### src/rtl/ttu_pkg.sv
package ttu_pkg;
  localparam int DATA_W   = 32;
  localparam int CH_NUM   = 4;
  localparam int RATE_NUM = 4;
  localparam int EN_LSB   = 16;
  localparam int MODE_LSB = 12;
  localparam int UPSEL_LSB = 8;
  localparam int OFS_CTRL = 'h00;
  localparam int OFS_CNT0 = 'h04;
  localparam int OFS_UP   = 'h14;
  localparam logic [DATA_W-1:0] CTRL_MASK = 32'h000F_F7FF;
endpackage

### src/rtl/ttu_tickgen.sv
module ttu_tickgen #(
  parameter int SYS_PER_US = 100
) (
  input  logic                          clk,
  input  logic                          rst_n,
  output logic [ttu_pkg::RATE_NUM-1:0]  tick
);
  localparam int PRE_W = (SYS_PER_US > 1) ? $clog2(SYS_PER_US) : 1;
  localparam logic [PRE_W-1:0] PRE_LAST = PRE_W'(SYS_PER_US - 1);

  logic [PRE_W-1:0] pre_q, pre_d;

  always_comb begin
    pre_d = pre_q;
    if (pre_q == PRE_LAST) pre_d = '0;
    else                   pre_d = pre_q + 1'b1;
  end

  always_ff @(posedge clk or negedge rst_n) begin
    if (!rst_n) pre_q <= '0;
    else        pre_q <= pre_d;
  end

  assign tick[0] = (pre_q == PRE_LAST);

  for (genvar k = 1; k < ttu_pkg::RATE_NUM; k++) begin : g_decade
    logic [3:0] dec_q, dec_d;
    always_comb begin
      dec_d = dec_q;
      if (tick[k-1]) dec_d = (dec_q == 4'd9) ? 4'd0 : dec_q + 4'd1;
    end
    always_ff @(posedge clk or negedge rst_n) begin
      if (!rst_n) dec_q <= '0;
      else        dec_q <= dec_d;
    end
    assign tick[k] = tick[k-1] && (dec_q == 4'd9);

    a_r6_tick_nested: assert property (@(posedge clk) disable iff (!rst_n)
      tick[k] |-> tick[k-1]);
  end

  if (SYS_PER_US > 1) begin : g_spacing
    a_r6_us_spaced: assert property (@(posedge clk) disable iff (!rst_n)
      tick[0] |=> !tick[0]);
  end
endmodule

### src/rtl/ttu_countdown.sv
module ttu_countdown #(
  parameter int CNT_W = 16
) (
  input  logic             clk,
  input  logic             rst_n,
  input  logic             tick,
  input  logic             en,
  input  logic             periodic,
  input  logic             ld,
  input  logic [CNT_W-1:0] ld_val,
  output logic [CNT_W-1:0] cnt,
  output logic             irq,
  output logic             clr_en
);
  logic [CNT_W-1:0] cnt_q, cnt_d, rel_q, rel_d;
  logic             irq_q, irq_d;
  logic             fire;

  assign fire = en && tick && (cnt_q == '0);

  always_comb begin
    cnt_d  = cnt_q;
    rel_d  = rel_q;
    irq_d  = 1'b0;
    clr_en = 1'b0;
    if (ld) begin
      cnt_d = ld_val;
      rel_d = ld_val;
    end else if (fire) begin
      cnt_d  = periodic ? rel_q : '0;
      irq_d  = 1'b1;
      clr_en = !periodic;
    end else if (en && tick) begin
      cnt_d = cnt_q - 1'b1;
    end
  end

  always_ff @(posedge clk or negedge rst_n) begin
    if (!rst_n) begin
      cnt_q <= '0;
      rel_q <= '0;
      irq_q <= 1'b0;
    end else begin
      cnt_q <= cnt_d;
      rel_q <= rel_d;
      irq_q <= irq_d;
    end
  end

  assign cnt = cnt_q;
  assign irq = irq_q;

  a_r4_idle_hold: assert property (@(posedge clk) disable iff (!rst_n)
    (!en && !ld) |=> $stable(cnt_q));

  a_r7_reloaded: assert property (@(posedge clk) disable iff (!rst_n)
    (irq_q && $past(periodic)) |-> (cnt_q == rel_q));
endmodule

### src/rtl/ttu_upcount.sv
module ttu_upcount #(
  parameter int UP_W = 32
) (
  input  logic                          clk,
  input  logic                          rst_n,
  input  logic [2:0]                    sel,
  input  logic [ttu_pkg::RATE_NUM-1:0]  tick,
  output logic [UP_W-1:0]               cnt
);
  logic [UP_W-1:0] cnt_q, cnt_d;
  logic            step;

  always_comb begin
    case (sel)
      3'd0:    step = 1'b1;
      3'd1:    step = tick[0];
      3'd2:    step = tick[1];
      3'd3:    step = tick[2];
      3'd4:    step = tick[3];
      default: step = 1'b0;
    endcase
    cnt_d = step ? cnt_q + 1'b1 : cnt_q;
  end

  always_ff @(posedge clk or negedge rst_n) begin
    if (!rst_n) cnt_q <= '0;
    else        cnt_q <= cnt_d;
  end

  assign cnt = cnt_q;

  a_r10_every_clock: assert property (@(posedge clk) disable iff (!rst_n)
    (sel == 3'd0) |=> (cnt_q == $past(cnt_q) + 1'b1));

  a_r10_hold_codes: assert property (@(posedge clk) disable iff (!rst_n)
    (sel > 3'd4) |=> $stable(cnt_q));
endmodule

### src/rtl/tick_timer_unit.sv
module tick_timer_unit
  import ttu_pkg::*;
#(
  parameter int SYS_PER_US = 100,
  parameter int CNT_W      = 16,
  parameter int UP_W       = 32,
  parameter int ADDR_W     = 5
) (
  input  logic              clk,
  input  logic              rst_n,
  input  logic              bus_wr,
  input  logic [ADDR_W-1:0] bus_addr,
  input  logic [DATA_W-1:0] bus_wdata,
  output logic [DATA_W-1:0] bus_rdata,
  output logic [CH_NUM-1:0] evt_irq
);
  // reset: asynchronous assertion, synchronous release
  logic rst_meta, rst_s;
  always_ff @(posedge clk or negedge rst_n) begin
    if (!rst_n) begin
      rst_meta <= 1'b0;
      rst_s    <= 1'b0;
    end else begin
      rst_meta <= 1'b1;
      rst_s    <= rst_meta;
    end
  end

  logic [DATA_W-1:0]   ctrl_q, ctrl_d;
  logic                ctrl_wr;
  logic [RATE_NUM-1:0] tick_v;
  logic [CH_NUM-1:0]   clr_en;
  logic [CNT_W-1:0]    cnt_v [CH_NUM];
  logic [UP_W-1:0]     up_cnt;

  assign ctrl_wr = bus_wr && (bus_addr == ADDR_W'(OFS_CTRL));

  ttu_tickgen #(.SYS_PER_US(SYS_PER_US)) i_tickgen (
    .clk  (clk),
    .rst_n(rst_s),
    .tick (tick_v)
  );

  for (genvar i = 0; i < CH_NUM; i++) begin : g_ch
    logic ch_ld;
    logic ch_tick;
    assign ch_ld   = bus_wr && (bus_addr == ADDR_W'(OFS_CNT0 + 4*i));
    assign ch_tick = tick_v[ctrl_q[2*i +: 2]];

    ttu_countdown #(.CNT_W(CNT_W)) i_cd (
      .clk     (clk),
      .rst_n   (rst_s),
      .tick    (ch_tick),
      .en      (ctrl_q[EN_LSB+i]),
      .periodic(ctrl_q[MODE_LSB+i]),
      .ld      (ch_ld),
      .ld_val  (bus_wdata[CNT_W-1:0]),
      .cnt     (cnt_v[i]),
      .irq     (evt_irq[i]),
      .clr_en  (clr_en[i])
    );

    a_r8_self_clear: assert property (@(posedge clk) disable iff (!rst_s)
      (evt_irq[i] && !$past(ctrl_wr) && !$past(ctrl_q[MODE_LSB+i]))
        |-> !ctrl_q[EN_LSB+i]);
  end

  ttu_upcount #(.UP_W(UP_W)) i_up (
    .clk  (clk),
    .rst_n(rst_s),
    .sel  (ctrl_q[UPSEL_LSB +: 3]),
    .tick (tick_v),
    .cnt  (up_cnt)
  );

  // control word: a bus write overrides a same-cycle self clear
  always_comb begin
    ctrl_d = ctrl_q;
    for (int i = 0; i < CH_NUM; i++)
      if (clr_en[i]) ctrl_d[EN_LSB+i] = 1'b0;
    if (ctrl_wr) ctrl_d = bus_wdata & CTRL_MASK;
  end

  always_ff @(posedge clk or negedge rst_s) begin
    if (!rst_s) ctrl_q <= '0;
    else        ctrl_q <= ctrl_d;
  end

  always_comb begin
    bus_rdata = '0;
    if (bus_addr == ADDR_W'(OFS_CTRL)) bus_rdata = ctrl_q;
    if (bus_addr == ADDR_W'(OFS_UP))   bus_rdata = DATA_W'(up_cnt);
    for (int i = 0; i < CH_NUM; i++)
      if (bus_addr == ADDR_W'(OFS_CNT0 + 4*i)) bus_rdata = DATA_W'(cnt_v[i]);
  end

  a_r2_reserved_zero: assert property (@(posedge clk) disable iff (!rst_s)
    ctrl_wr |=> ((ctrl_q & ~CTRL_MASK) == '0));
endmodule

### config.mk
export PLATFORM = sky130hd
export DESIGN_NAME = tick_timer_unit
export DESIGN_NICKNAME = d
export VERILOG_FILES = /design/src/rtl/ttu_pkg.sv /design/src/rtl/ttu_tickgen.sv /design/src/rtl/ttu_countdown.sv /design/src/rtl/ttu_upcount.sv /design/src/rtl/tick_timer_unit.sv
export SDC_FILE = /design/constraint.sdc
export NUM_CORES = 1
export LEC_CHECK = 0
export ABC_AREA = 1
export CELL_PAD_IN_SITES_DETAIL_PLACEMENT = 1
export CELL_PAD_IN_SITES_GLOBAL_PLACEMENT = 2
export CORE_MARGIN = 2
export CORE_UTILIZATION = 34
export DETAILED_ROUTE_END_ITERATION = 10
export HOLD_SLACK_MARGIN = 0.1
export PLACE_DENSITY = 0.89
export SETUP_SLACK_MARGIN = 0.15
export SYNTH_ARGS = -nofsm -noshare
export SYNTH_HDL_FRONTEND = slang
export SYNTH_SLANG_ARGS = --single-unit
### constraint.sdc
create_clock -name clk -period 6.8 [get_ports clk]
set_clock_uncertainty 0.05 [all_clocks]
set_input_delay 1.02 -clock clk [delete_from_list [all_inputs] [get_ports clk]]
set_output_delay 1.02 -clock clk [all_outputs]
set_load 0.03 [all_outputs]
# Word-level counts from Yosys, hierarchy flattened
# Index checks and enable logic that the tools add are counted.
# totals
regBits	204
latch_bits	0
mem_bits_rw	0
romBits	0
inputBits	40
output_inout_bits	36
wordCells	140
memories	0
# classes
n_addsub	9
n_mul	0
n_div	0
n_lt_le_gt_ge	4
eq_ne	13
shifts	0
n_mux	56
bitwise_logic	0
reduce_logical	34
# ops
operator	n
2-to-1 mux 16 bit	16
2-to-1 mux 32 bit	5
logical NOT 16 bit	4
subtractor 16 x 1 -> 16 bit, second input constant	4
2-to-1 mux 20 bit	2
adder 32 x 1 -> 32 bit, second input constant	1
2-to-1 mux 1 bit	24
logical AND 1 bit	16
adder 4 x 1 -> 4 bit, second input constant	3
equality test 4 bit, second input constant	3
< comparator 2 x 3 -> 1 bit, second input constant	4
2-to-1 mux 4 bit	3
nonzero test 3 bit	4
equality test 5 x 4 -> 1 bit, second input constant	2
equality test 5 bit, second input constant	2
binary-select mux 1 bit (select 2 bit)	4
nonzero test 2 bit	4
adder 7 x 1 -> 7 bit, second input constant	1
equality test 7 bit, second input constant	1
2-to-1 mux 7 bit	1
equality test 3 x 2 -> 1 bit, second input constant	2
equality test 5 x 3 -> 1 bit, second input constant	1
logical NOT 5 bit	1
case mux 1 bit (5 select lines)	1
other kinds (4)	7

# Logic depth before layout (Yosys ltp)
# Gate-level depths: netlist (run 1).
# logic_depth
depth_word	12
mapped_depth	14
mapped_depth_nobuf	13

# Hierarchy
# From an unflattened synthesis (run 1), not the netlist that was laid out.
# unflattened
cells_unflattened	2147
hier_area_um2	13923.4
# modules_own_cells
mod	n_inst	cells_each	area_per_inst_um2	seq_area_each_um2
ttu_countdown	4	351	2227.1	825.8
tick_timer_unit	1	337	2030.7	525.5
ttu_upcount	1	286	1946.9	800.8
ttu_tickgen	1	120	1037.2	475.5

# Worst setup path before layout (run 1)
# OpenSTA, ideal clock, no wires.
# synth_path
path_kind	input to output
from	in bus_addr[1]
to	out bus_rdata[21]
t_arrival_ns	2.525
required_time_ns	5.730
slack_ns	3.205
cell_stages	7
path_buffers	2
path_cell_list	nor2_1 -> nand3_1 -> nor2_2 -> inv_1 -> clkbuf_1 -> buf_2 -> nor2_1
# synth_between
elab_chain_cells	6
word_cells_on_any_way	10
cone_classes	5 x eq/ne; 5 x mux
# synth_lines
element	line	source
start, declared	tick_timer_unit.sv:12	input logic [ADDR_W-1:0] bus_addr,
equality test 5 bit	tick_timer_unit.sv:92	if (bus_addr == ADDR_W'(OFS_UP)) bus_rdata = DATA_W'(up_cnt);
2-to-1 mux 32 bit	tick_timer_unit.sv:92	
2-to-1 mux 32 bit (3 in a row)	tick_timer_unit.sv:94	if (bus_addr == ADDR_W'(OFS_CNT0 + 4*i)) bus_rdata = DATA_W'(cnt_v[i]);
2-to-1 mux 32 bit *	tick_timer_unit.sv:94	
end, declared	tick_timer_unit.sv:14	output logic [DATA_W-1:0] bus_rdata,
# Mark *: on every way between the ends. The rest lies on a longest branch, timed or not.

# Worst setup path in the final report (run 1)
# layout_path
from	in bus_addr[1]
to	out bus_rdata[6]
# layout_between
elab_chain_cells	7
word_cells_on_any_way	12
cone_classes	5 x eq/ne; 6 x mux; 1 x reduce/logical
# layout_lines
element	line	source
logical NOT 5 bit	tick_timer_unit.sv:91	if (bus_addr == ADDR_W'(OFS_CTRL)) bus_rdata = ctrl_q;
2-to-1 mux 20 bit	tick_timer_unit.sv:91	
2-to-1 mux 32 bit	tick_timer_unit.sv:92	
2-to-1 mux 32 bit (3 in a row)	tick_timer_unit.sv:94	
2-to-1 mux 32 bit *	tick_timer_unit.sv:94	
# Marked as above.

==> qor.txt, run 1 <==
critical-path cell list - clkdlybuf4s50_1 -> nor2_1 -> nand3_1 -> nor2_2 -> inv_1 -> o21ai_0 -> a21oi_1 -> nand4_1 -> clkdlybuf4s50_1
largest stage delay on the critical path - 0.70 ns
Hold Buf Count CTS - 0
Most common cell on crit path - clkdlybuf4s50_1
Clock Path Buffers - 3
highest routed layer - met5
Yosys reg bits - 204
clk slew on worst S/H paths - 0.06 ns
largest net degree at the start of global routing - 72
max frequency - 186 MHz
Syn Inst Count - 1,907
# setup viols final - 0
CP endpoint kind - output pin
RSZ-0062 raised after global routing - false
Starting DRT DRC Count - 856
Hold Crit Class - register to asynchronous set/reset pin
CP max FO - 25
DRC viols - 0
PostCTS Resize Cnt - 0
Syn Area/Cell - 6.74 µm²
vias in the first global route - 12.9k
Antenna Diode Count - 0
area grow syn2layout - 14.0%
die width - 198 µm
layout cells sized above 1 - 5.10%
initial antenna violation count - 1
total global routing overflow - 0
Synth Warn # - 0
number of setup buffers added after CTS - 0
Pint - 2.58 mW
setup ws final - 1.43 ns
crit start category - primary input
Initial Utilization - 34.3%
Port Buf Inserts - 63
Crit Path Category - primary input to output pin
I/O Pins - 76
crit path DAT - 4.30 ns
sequential element share of the synthesized area - 39.7%
Vias - 12.5k
DRT met1 WL - 21.0 mm
r2r setup slk - 3.63 ns
end-of-flow core utilization - 39.1%
metal3 WL - 2.27 mm
Antenna Violating Nets Remaining - 0
Psw - 1.64 mW
fin nets - 1,990
commonest non-fill, non-tap cell in the layout - nand2_1
met2 WL - 21.3 mm
status - finished, final reports clean
Total Die Area - 0.0394 mm²
RR Startpoint - i_tickgen.pre_q[2]
Core Footprint - 0.0375 mm²
Leakage - 7.77 nW
Clock Latency Late Sink - 0.55 ns
Inserted Clock Buffers - 25
pwr dens - 288 mW/mm²
detailed-router iteration count before antenna repair - 5
Rel. slew slack - 33.1%
Post-synth EDFFs - 0
DP Worst Slack - 1.51 ns
clk root buf - clkbuf_16
Reg2Reg Depth - 10
Worst Path Required - 5.73 ns
Flop pwr share - 39.0%
Placer Congestion - 0.869
Tot GR Track Use - 24.1%
Final Hold Violating Endpoints - 0
Switching Share - 38.9%
WL/cell - 18.8 µm
Yosys cell types - 43
CTS H-Tree Depth - 1
commonest non-fill, non-tap cells in the layout - nand2_1, dfrtp_1, inv_1
combinational power share - 28.9%
r2r endpoint - i_up.cnt[5]
Post-Synthesis Cell Area - 0.0129 mm²
Vias/cell - 5.06
Detail Placement HPWL - 33.3 mm
slew at the pin closest to its max-slew limit - 1.00 ns
max_cap viols - 0
CP max stage cell - clkdlybuf4s50_1
# rows - 71
Clk network pwr share - 32.1%
Sink Count - 204
Die Ht - 198 µm
worst vdd ir - 0.000180 V
wire length after detailed routing - 46.4 mm
most common flop cell mapped by yosys - dfrtp_1
total negative slack - 0 ns
CTS tree - done
Slew Viols, Final - 0
Async SR Flop Fraction - 100%
minimum clock period - 5.37 ns
syn nets - 1,957
Hold WS - 0.281 ns
global-route wire length before repair - 73.4 mm
fin crit share - 79.0%
-- cell usage after synthesis, types with 10 or more instances --
| cell | count | area (µm²) |
|---|---|---|
| o21ai_0 | 28 | 140 |
| nand2_1 | 751 | 2820 |
| buf_4 | 11 | 82.6 |
| buf_2 | 15 | 75.1 |
| inv_1 | 199 | 747 |
| clkbuf_1 | 31 | 116 |
| a21oi_1 | 86 | 430 |
| xor2_1 | 70 | 613 |
| ha_1 | 10 | 125 |
| o22ai_1 | 15 | 93.8 |
| nand3_1 | 130 | 651 |
| dfrtp_1 | 204 | 5100 |
| xnor2_1 | 13 | 114 |
| nand4_1 | 34 | 213 |
| clkinv_1 | 21 | 78.8 |
| nor3_1 | 30 | 150 |
| nor2_1 | 190 | 713 |
-- worst max path at each step --
stage	startpoint	end	slack, ns	depth (start not counted)
2_1_floorplan	rst_s	ctrl_q[0]	0.64	0
3_3_place_gp	bus_addr[1]	bus_rdata[6]	1.58	9
3_5_place_dp	bus_addr[1]	bus_rdata[12]	1.51	9
4_1_cts	bus_addr[1]	bus_rdata[12]	1.49	9
5_1_grt	bus_addr[1]	bus_rdata[2]	1.25	9
6_report	bus_addr[1]	bus_rdata[6]	1.43	9
-- power by group through the flow --
| stage | Sequential [mW] | Clock [mW] | Combinational [mW] |
|---|---|---|---|
| 3_5_place_dp | 1.67 | 0 | 1.22 |
| 6_report | 1.65 | 1.36 | 1.22 |
| 4_1_cts | 1.65 | 1.38 | 1.23 |
| 3_3_place_gp | 1.66 | 0 | 1.18 |
| 2_1_floorplan | 1.57 | 0 | 0.943 |
| 5_1_grt | 1.68 | 1.42 | 1.41 |
-- per-stage QoR --
stage	area [µm²]	power (mW)	std cells
6_report	14700	4.23	2470
2_1_floorplan	12900	2.51	1907
4_1_cts	14700	4.26	2470
5_1_grt	14700	4.51	2470
3_5_place_dp	13900	2.89	2424
3_3_place_gp	13900	2.84	2424
-- layout make-up --
class	count	area, µm²
clock buffers	29	661
clock inverters	17	144
fillers	4873	22800
inverters	227	852
multi-input cells	1413	6590
flip-flops and latches	204	5110
well taps	511	639
repair buffers	69	676
-- sequential cells by signal, indices dropped and copies added, names as in the netlist --
name	cells
g_ch.i_cd.cnt	64
g_ch.i_cd.rel_q	64
i_up.cnt	32
ctrl_q	19
i_tickgen.g_decade.dec_q	12
i_tickgen.pre_q	7
g_ch.i_cd.irq	4
rst_meta	1
rst_s	1
-- critical path, delay by kind of cell --
kind,cells,cell delay (ns)
buffers and inverters,3,1.64
AO/OA/AOI/OAI,2,0.58
AND/OR/NAND/NOR,4,1.06
-- kinds of logic after synthesis --
kind of cell | count (synthesis) | synth area share, %
buf+inv | 290 | 9.11
fa+ha+maj | 10 | 0.973
xor+xnor | 83 | 5.65
simple gates | 1170 | 38.0
other cells | 1 | 0.0292
flops | 204 | 39.7
compound gates | 149 | 6.57
-- layer usage --
layer,up-vias,global-route usage [%]
li1,6001,-
met2,247,39.9
met1,6159,31.9
met5,-,0
met4,2,8.26
met3,96,4.00
Power figures use the tool's default switching activity.
==> inputs of run 2 (changes only) <==
clock period = 5.1 ns   (was 6.8 ns; I/O delays follow)
==> run 2 against run 1 <==
  * Non-clock buffer count increased by 4
  * Flip-flop and latch count unchanged
  * Die area unchanged
  * Cell area increased by 0.81%
  * Worst setup slack got worse by 1.1 ns
  * First-iteration DRC count decreased by 2.9%
  * Power increased by 37%
  * Sequential share of layout area decreased by 0.28 points
  * Worst hold slack improved by 0.013 ns
  * Final cell count increased by 0.12%
  * Critical path depth unchanged
==> qor.txt, run 2 (synthesized netlist as in run 1, its figures left out) <==
CP endpoint kind - output pin
fin crit share - 93.6%
max_cap viols - 0
Antenna Violating Nets Remaining - 0
global-route wire length before repair - 74.0 mm
Switching Share - 38.0%
largest stage delay on the critical path - 0.70 ns
Slew Viols, Final - 0
grt met1 use - 33.2%
combinational power share - 28.3%
Total Die Area - 0.0394 mm²
Starting DRT DRC Count - 831
layout cells sized above 1 - 5.05%
Antenna Diode Count - 0
commonest non-fill, non-tap cells in the layout - nand2_1, dfrtp_1, inv_1
Detail Placement HPWL - 33.9 mm
PostCTS Resize Cnt - 0
crit path DAT - 3.96 ns
Vias - 12.6k
die width - 198 µm
pwr dens - 392 mW/mm²
CP max FO - 25
wire length after detailed routing - 47.2 mm
commonest non-fill, non-tap cell in the layout - nand2_1
Die Ht - 198 µm
Core Footprint - 0.0375 mm²
met2 Use GR - 40.5%
Layout Cells excl Fill - 2,473
largest net degree at the start of global routing - 110
DRC viols - 0
Initial Utilization - 34.3%
max frequency - 210 MHz
area grow syn2layout - 15.0%
CP max stage cell - clkdlybuf4s50_1
RSZ-0062 raised after global routing - false
Tot GR Track Use - 24.4%
Pint - 3.59 mW
end-of-flow core utilization - 39.4%
clk root buf - clkbuf_16
# setup viols final - 0
CTS tree - done
total negative slack - 0 ns
critical-path cell list - clkdlybuf4s50_1 -> nor2_1 -> nand3_1 -> nor2_2 -> inv_1 -> o21ai_0 -> a21oi_1 -> nand4_1 -> clkdlybuf4s50_1
Hold Buf Count CTS - 0
GRT met3 Usage - 3.41%
GR peak layer - met2
vias in the first global route - 12.8k
minimum clock period - 4.77 ns
Crit Path Category - primary input to output pin
I/O Pins - 76
Clk network pwr share - 33.5%
Psw - 2.20 mW
Final Hold Violating Endpoints - 0
Worst Path Required - 4.28 ns
Inserted Clock Buffers - 26
crit start category - primary input
Port Buf Inserts - 63
total global routing overflow - 0
placed cell count - 2,428
Hold Crit Class - register to asynchronous set/reset pin
Clock Path Buffers - 3
Leakage - 7.82 nW
detailed-router iteration count before antenna repair - 5
status - finished, final reports clean
CTS H-Tree Depth - 1
WL/cell - 19.1 µm
Most common cell on crit path - clkdlybuf4s50_1
slew at the pin closest to its max-slew limit - 0.843 ns
Vias/cell - 5.08
# rows - 71
clk slew on worst S/H paths - 0.06 ns
Flop pwr share - 38.2%
number of setup buffers added after CTS - 0
Placer Congestion - 0.920
Sink Count - 204
fin nets - 1,995
initial antenna violation count - 0
Rel. slew slack - 43.6%
Clock Latency Late Sink - 0.55 ns
worst vdd ir - 0.000262 V
[run 2: changes by cell type in the layout (fill, tap and decap cells not counted)]
cell        change
clkbuf_1        +4
buf_4           +3
inv_6           -1
clkinvlp_4      -1
buf_12          +1
clkbuf_16       +2
clkbuf_8        +6
clkinv_2       -11
[run 2: layer usage]
| metal | vias up | wire length [µm] |
|---|---|---|
| li1 | 6017 | - |
| met1 | 6211 | 21800 |
| met2 | 256 | 22000 |
| met3 | 67 | 2170 |
| met4 | 0 | 1260 |
| met5 | - | 0 |
[run 2: final cells by class]
type,count,area [µm²]
clock buffers,41,808
clock inverters,4,72.6
fillers,4912,22700
inverters,227,852
multi-input cells,1413,6590
flip-flops and latches,204,5110
well taps,511,639
repair buffers,73,718
[run 2: path summary, 6_finish.rpt]
path	from	endpoint	slack, ns	depth (start not counted)
setup / recovery	bus_addr[1]	bus_rdata[6]	0.33	9
max in group asynchronous	rst_s	g_ch[0].i_cd.rel_q[4]	3.54	1
hold reg to reg	rst_s	g_ch[1].i_cd.rel_q[3]	0.29	0
hold / removal	rst_s	g_ch[1].i_cd.rel_q[3]	0.29	0
min in group clk	rst_meta	rst_s	0.30	0
setup reg to reg	g_ch[0].i_cd.cnt[9]	g_ch[0].i_cd.cnt[2]	2.13	9
[run 2: worst max-delay path: cells and delay by family]
kind / cells / cell delay, ns
buf+inv: 3 / 1.61
compound gates: 2 / 0.47
simple gates: 4 / 1.09
[run 2: stage by stage]
| step | instance area [µm²] | hold slack (ns) | worst slack [ns] | total power, mW |
|---|---|---|---|---|
| after detailed placement | 13900 | 0.293 | 0.419 | 3.87 |
| after global placement | 13900 | 0.288 | 0.540 | 3.82 |
| after floorplan | 12900 | 0.281 | 1.69 | 3.34 |
| after CTS | 14800 | 0.305 | 0.375 | 5.84 |
| after global routing | 14800 | 0.305 | 0.197 | 6.17 |
| final | 14800 | 0.294 | 0.327 | 5.80 |
[run 2: power groups by stage]
stage               clock (mW)  combinational (mW)  sequential, mW
global placement             0                1.59            2.23
CTS                       1.98                1.65            2.21
finish                    1.94                1.64            2.22
detailed placement           0                1.63            2.24
global route              2.04                1.88            2.25
floorplan                    0                1.26            2.09
